<file path="config.mk">
export PLATFORM = sky130hd
export DESIGN_NAME = pa_access_check
export DESIGN_NICKNAME = d
export VERILOG_FILES = /design/src/rtl/pa_pkg.sv /design/src/rtl/pa_base_perm.sv /design/src/rtl/pa_key_rights.sv /design/src/rtl/pa_code_build.sv /design/src/rtl/pa_access_check.sv
export SDC_FILE = /design/constraint.sdc
export NUM_CORES = 1
export LEC_CHECK = 0
export ABC_AREA = 1
export BUFFER_PORTS_ARGS = -buffer_cell sky130_fd_sc_hd__buf_2
export CAP_MARGIN = 5
export CORE_MARGIN = 4
export CORE_UTILIZATION = 47
export DETAILED_ROUTE_END_ITERATION = 8
export GPL_TIMING_DRIVEN = 0
export HOLD_SLACK_MARGIN = 0.02
export PLACE_DENSITY = 0.81
export SETUP_SLACK_MARGIN = 0.02
export SLEW_MARGIN = 10
export SYNTH_ARGS = -nofsm -noshare
export SYNTH_HDL_FRONTEND = slang
export SYNTH_SLANG_ARGS = --single-unit
</file>
<file path="constraint.sdc">
create_clock -name clk -period 2.9 [get_ports clk]
set_input_delay 0.58 -clock clk [delete_from_list [all_inputs] [get_ports clk]]
set_output_delay 0.58 -clock clk [all_outputs]
set_load 0.05 [all_outputs]
</file>
<file path="src/rtl/pa_pkg.sv">
package pa_pkg;
   typedef enum logic [1:0] {
      ACC_READ  = 2'b00,
      ACC_WRITE = 2'b01,
      ACC_FETCH = 2'b10,
      ACC_RD2   = 2'b11
   } acc_e;

   localparam int EC_W    = 6;
   localparam int EC_P    = 0;
   localparam int EC_WR   = 1;
   localparam int EC_USR  = 2;
   localparam int EC_RSVD = 3;
   localparam int EC_IF   = 4;
   localparam int EC_PK   = 5;
endpackage

</file>
<file path="src/rtl/pa_base_perm.sv">
module pa_base_perm (
   input  logic acc_user,
   input  logic ent_user,
   input  logic ent_write,
   input  logic ent_nx,
   input  logic cfg_wp,
   input  logic cfg_sxp,
   output logic br,
   output logic bw,
   output logic bx,
   output logic user_fault
);
   always_comb begin
      user_fault = acc_user & ~ent_user;
      br         = 1'b1;
      bw         = ent_write | (~acc_user & ~cfg_wp);
      bx         = ~ent_nx & (acc_user | ~(cfg_sxp & ent_user));
   end
endmodule

</file>
<file path="src/rtl/pa_key_rights.sv">
module pa_key_rights #(
   parameter int KEY_W = 4,
   localparam int NKEYS = 1 << KEY_W,
   localparam int RW    = 2 * NKEYS
) (
   input  logic             active,
   input  logic [KEY_W-1:0] key,
   input  logic [RW-1:0]    rights,
   input  logic             acc_user,
   input  logic             cfg_wp,
   output logic             kr,
   output logic             kw
);
   logic [NKEYS-1:0] ad_vec, wd_vec;
   logic             ad, wd;

   for (genvar k = 0; k < NKEYS; k++) begin : g_split
      assign ad_vec[k] = rights[2*k];
      assign wd_vec[k] = rights[2*k+1];
   end

   always_comb begin
      ad = ad_vec[key];
      wd = wd_vec[key];
      kr = ~(active & ad);
      kw = ~(active & (ad | (wd & (acc_user | cfg_wp))));
   end
endmodule

</file>
<file path="src/rtl/pa_code_build.sv">
module pa_code_build
   import pa_pkg::*;
(
   input  logic            nopres,
   input  logic            rsvd,
   input  logic            prot,
   input  logic            pk,
   input  logic            is_write,
   input  logic            is_fetch,
   input  logic            acc_user,
   input  logic            cfg_nxe,
   input  logic            cfg_pae,
   input  logic            cfg_sxp,
   output logic [EC_W-1:0] code
);
   logic any_fault;

   always_comb begin
      any_fault      = nopres | rsvd | prot;
      code           = '0;
      code[EC_P]     = ~nopres & (rsvd | prot);
      code[EC_RSVD]  = ~nopres & rsvd;
      code[EC_PK]    = ~nopres & ~rsvd & prot & pk;
      code[EC_WR]    = any_fault & is_write;
      code[EC_USR]   = any_fault & acc_user;
      code[EC_IF]    = any_fault & is_fetch & ((cfg_nxe & cfg_pae) | cfg_sxp);
   end
endmodule

</file>
<file path="src/rtl/pa_access_check.sv">
module pa_access_check
   import pa_pkg::*;
#(
   parameter int KEY_W   = 4,
   parameter bit KEYS_EN = 1'b1,
   localparam int RW     = 2 * (1 << KEY_W)
) (
   input  logic             clk,
   input  logic             rst_n,
   input  logic             req_valid,
   input  logic [1:0]       acc_type,
   input  logic             acc_user,
   input  logic             ent_user,
   input  logic             ent_write,
   input  logic             ent_nx,
   input  logic             ent_dirty,
   input  logic [KEY_W-1:0] ent_key,
   input  logic             walk_nopres,
   input  logic             walk_rsvd,
   input  logic             cfg_wp,
   input  logic             cfg_nxe,
   input  logic             cfg_pae,
   input  logic             cfg_sxp,
   input  logic             cfg_pke,
   input  logic [RW-1:0]    key_rights,
   output logic             rsp_valid,
   output logic             allow,
   output logic             perm_r,
   output logic             perm_w,
   output logic             perm_x,
   output logic [EC_W-1:0]  fault_code
);
   if (KEY_W < 1 || KEY_W > 5) begin : g_bad_key_w
      $error("pa_access_check: KEY_W must lie in 1..5");
   end

   logic            is_write, is_fetch;
   logic            br, bw, bx, user_fault;
   logic            kr, kw, key_on;
   logic            r_f, w_f, x_f, key_deny, base_deny, prot, grant;
   logic [EC_W-1:0] code_n;

   assign is_write = (acc_type == ACC_WRITE);
   assign is_fetch = (acc_type == ACC_FETCH);

   pa_base_perm u_base (
      .acc_user  (acc_user),
      .ent_user  (ent_user),
      .ent_write (ent_write),
      .ent_nx    (ent_nx),
      .cfg_wp    (cfg_wp),
      .cfg_sxp   (cfg_sxp),
      .br        (br),
      .bw        (bw),
      .bx        (bx),
      .user_fault(user_fault)
   );

   if (KEYS_EN) begin : g_keys
      assign key_on = cfg_pke & ent_user & (|key_rights);
      pa_key_rights #(.KEY_W(KEY_W)) u_keys (
         .active  (key_on),
         .key     (ent_key),
         .rights  (key_rights),
         .acc_user(acc_user),
         .cfg_wp  (cfg_wp),
         .kr      (kr),
         .kw      (kw)
      );
   end else begin : g_nokeys
      assign key_on = 1'b0;
      assign kr     = 1'b1;
      assign kw     = 1'b1;
   end

   always_comb begin
      r_f       = br & kr;
      w_f       = bw & kw;
      x_f       = bx;
      key_deny  = is_write ? ~kw : (is_fetch ? 1'b0 : ~kr);
      base_deny = is_write ? ~w_f : (is_fetch ? ~x_f : ~r_f);
      prot      = user_fault | key_deny | base_deny;
      grant     = ~(walk_nopres | walk_rsvd | prot);
   end

   pa_code_build u_code (
      .nopres  (walk_nopres),
      .rsvd    (walk_rsvd),
      .prot    (prot),
      .pk      (key_deny & ~user_fault),
      .is_write(is_write),
      .is_fetch(is_fetch),
      .acc_user(acc_user),
      .cfg_nxe (cfg_nxe),
      .cfg_pae (cfg_pae),
      .cfg_sxp (cfg_sxp),
      .code    (code_n)
   );

   always_ff @(posedge clk) begin
      if (!rst_n) begin
         rsp_valid  <= 1'b0;
         allow      <= 1'b0;
         perm_r     <= 1'b0;
         perm_w     <= 1'b0;
         perm_x     <= 1'b0;
         fault_code <= '0;
      end else begin
         rsp_valid <= req_valid;
         if (req_valid) begin
            allow      <= grant;
            perm_r     <= grant & r_f;
            perm_w     <= grant & w_f & (ent_dirty | is_write);
            perm_x     <= grant & x_f;
            fault_code <= code_n;
         end
      end
   end

   AST_USER_PAGE_GUARD: assert property (@(posedge clk) disable iff (!rst_n)
      rsp_valid && $past(acc_user && !ent_user) |-> !allow && !fault_code[EC_PK]);
   AST_RSVD_HAS_P: assert property (@(posedge clk) disable iff (!rst_n)
      rsp_valid && fault_code[EC_RSVD] |-> fault_code[EC_P]);
   AST_PK_WITH_P: assert property (@(posedge clk) disable iff (!rst_n)
      rsp_valid && fault_code[EC_PK] |-> fault_code[EC_P] && !allow);
   AST_GRANT_CLEAN: assert property (@(posedge clk) disable iff (!rst_n)
      rsp_valid && allow |-> fault_code == '0);
   AST_DENY_NO_PERM: assert property (@(posedge clk) disable iff (!rst_n)
      rsp_valid && !allow |-> !perm_r && !perm_w && !perm_x);
   AST_FETCH_HAS_X: assert property (@(posedge clk) disable iff (!rst_n)
      rsp_valid && allow && $past(acc_type == ACC_FETCH) |-> perm_x);
   AST_VALID_FOLLOWS: assert property (@(posedge clk) disable iff (!rst_n)
      rsp_valid == $past(req_valid));
endmodule

</file>
==> run summary <==
Outcome: finished clean
I/O pin cnt: 64
Gr usage total: 17.8%
Post-synthesis sequential area ratio: 20.2%
Critical path peak fanout: 5
Commonest non-fill, non-tap cell in the layout: nand2_1
Max IR drop VDD: 0.000356 V
Combinational Power Share: 38.7%
PostCTS Resize Cnt: 0
Max-slew violations: 0
Final hold viol count: 0
Worst r2r path cells: 4
Initial DRC Count: 34
Clock skew: 0 ns
WP data required: 3.07 ns
Crit path DAT: 1.91 ns
Post-CTS setup buffers: 0
Final Net Count: 313
Tightest Pin Transition: 0.568 ns
Final core occ: 65.8%
Number of diodes: 0
Starting density of the core: 49.3%
Area Growth Syn to Fin: 33.6%
HPWL after DPL: 2380 um
Largest net degree at the start of global routing: 11
Clk pwr share: 24.8%
DRT Pass-1 Iters: 4
Setup violations, final: 0
Antenna Nets Post-Route: 0
Area leader, netlist: nand2_1
DRC errors left: 0
Synth area leaders: nand2_1 (22%), dfxtp_1 (20%), nand3_1 (12%)
Slew HR: 61.8%
Netlist cell types: 25
CTS hold repair buffers: 0
Hold EP: perm_x
Synth Instances: 194
Switching Fraction: 36.3%
Share of layout cells above drive strength 1: 32.4%
Warnings from Yosys: 0
Antenna violations before repair: 0
Maximum clock insertion buffer count: 2
FF+latch count, synth: 11
Mean post-synth cell area: 5.62 sq um
Worst r2r dst: fault_code[0]
Critical R2R Launch: fault_code[0]
CP max-delay cell: nor2_1
Synth Cell Area: 1090 sq um
Critical path class: primary input to flip-flop
Chip height: 56.2 um
Sequential Power Share: 36.5%
Total grt overflow: 0
Clock Sinks: 11
Critical Path Most Common Cell: nor2_1
Core area: 2210 sq um
CTS HTree Levels: 1
FMAX: 575 MHz
Most frequent cells in the layout: nand2_1 (65), buf_2 (62), nor2_1 (27)
FP Rows: 17
Final min period: 1.74 ns
Min-Delay Startpoint: perm_x
Final period utilization: 60.0%
Num CTS Buffers: 3
Die X: 56.2 um
Worst hold path depth: 2
Switching power total: 0.158 mW
Crit path largest cell delay: 0.18 ns
Vias in the first global route: 1,156
Crit path launch type: primary input
CTS tree: yes
Worst-path clk slew: 0.07 ns
Drt total wl: 2840 um
RSZ-0062 raised after global routing: no
Hold Path Class: flip-flop to flip-flop
Clock latency on the worst-skew pair: 0.27 ns
Routability congestion estimate: 0.907
Leak: 0.799 nW
Share of Yosys cell area claimed by the top area cell type: 22.4%
Cell-internal power: 0.277 mW
Port bufs: 61
Via density: 4.77
Avg WL per Cell: 9.91 um
Vias: 1,370
Total negative slack: 0 ns
First-pass GRT wire length: 4640 um
Crit path cell chain: buf_2 > nor2_1 > nand2_1 > nor2_1 > nand2_1 > nor2_1 > nor2_4 > nand3_2 > nand3_4 > a21oi_4 > nand2_1 > a21oi_1 > nor2_1
Crit path capture type: flip-flop
Pwr/cell area: 298 nW/um^2
Clock root cell: clkbuf_4
Die ar.: 3150 sq um
Syn Nets: 247
R2r setup slk: 2.19 ns
Max cap viols: 0
layer usage:
metal | global-route usage, % | routed length, um | up-vias
met5 | 0 | 0 | -
met4 | 5.08 | 31 | 0
met3 | 4.18 | 242 | 4
met2 | 27.2 | 1220 | 53
met1 | 24.8 | 1350 | 570
li1 | - | - | 743
power groups by stage:
stage | clock network [mW] | registers (mW) | logic, mW
floorplan | 0 | 0.181 | 0.0891
global placement | 0 | 0.162 | 0.167
detailed placement | 0 | 0.162 | 0.168
CTS | 0.108 | 0.158 | 0.168
global route | 0.117 | 0.159 | 0.188
finish | 0.108 | 0.158 | 0.168
cell usage after synthesis, drive strengths merged:
cell type,number
inv,24
buf,4
or2,1
nor2,28
clkbuf,1
dfxtp,11
nand3,32
nand4,4
o21ai,3
nor3,2
a21oi,14
nand2,66
clkinv,3
nand3b,1
through the flow:
step,std cells,area (sq um),total power [mW],worst slack [ns],hold WS [ns]
floorplan,194,1090,0.270,1.07,0.673
global placement,283,1430,0.329,0.874,0.451
detailed placement,283,1430,0.330,0.852,0.453
CTS,287,1460,0.435,1.15,0.463
global route,287,1460,0.465,0.998,0.491
finish,287,1460,0.434,1.16,0.462
flip-flops by register name, summed over array words and instances, names as in the netlist:
register    cells
rsp_valid       1
perm_r          1
fault_code      6
perm_w          1
allow           1
perm_x          1
worst max path at each step:
stage              startpoint            end  slack [ns]
3_3_place_gp   key_rights[21]  fault_code[0]        0.87
4_1_cts        key_rights[23]  fault_code[0]        1.15
5_1_grt        key_rights[21]  fault_code[0]         1.0
2_1_floorplan      ent_key[0]  fault_code[5]        1.07
6_report       key_rights[23]  fault_code[0]        1.16
3_5_place_dp   key_rights[23]  fault_code[0]        0.85
cell type report:
cell class	instances	area, sq um
Clock buffer	4	26.3
Buffer	5	42.5
Multi-Input combinational cell	151	723
Timing Repair Buffer	61	305
Fill cell	249	756
Sequential cell	11	220
Tap cell	28	35.0
Inverter	27	104
critical path, delay by kind of cell:
kind / cells / cell delay [ns]
AND/OR/NAND/NOR: 10 / 0.89
AO/OA/AOI/OAI: 2 / 0.31
buffers and inverters: 1 / 0.10
kinds of logic after synthesis:
group,count (synthesis),synth area share [%]
DFF,11,20.2
buffers and inverters,32,13.4
and+or+nand+nor,134,57.2
AOI/OAI and AO/OA,17,9.19
(Power assumes the default switching activity.)
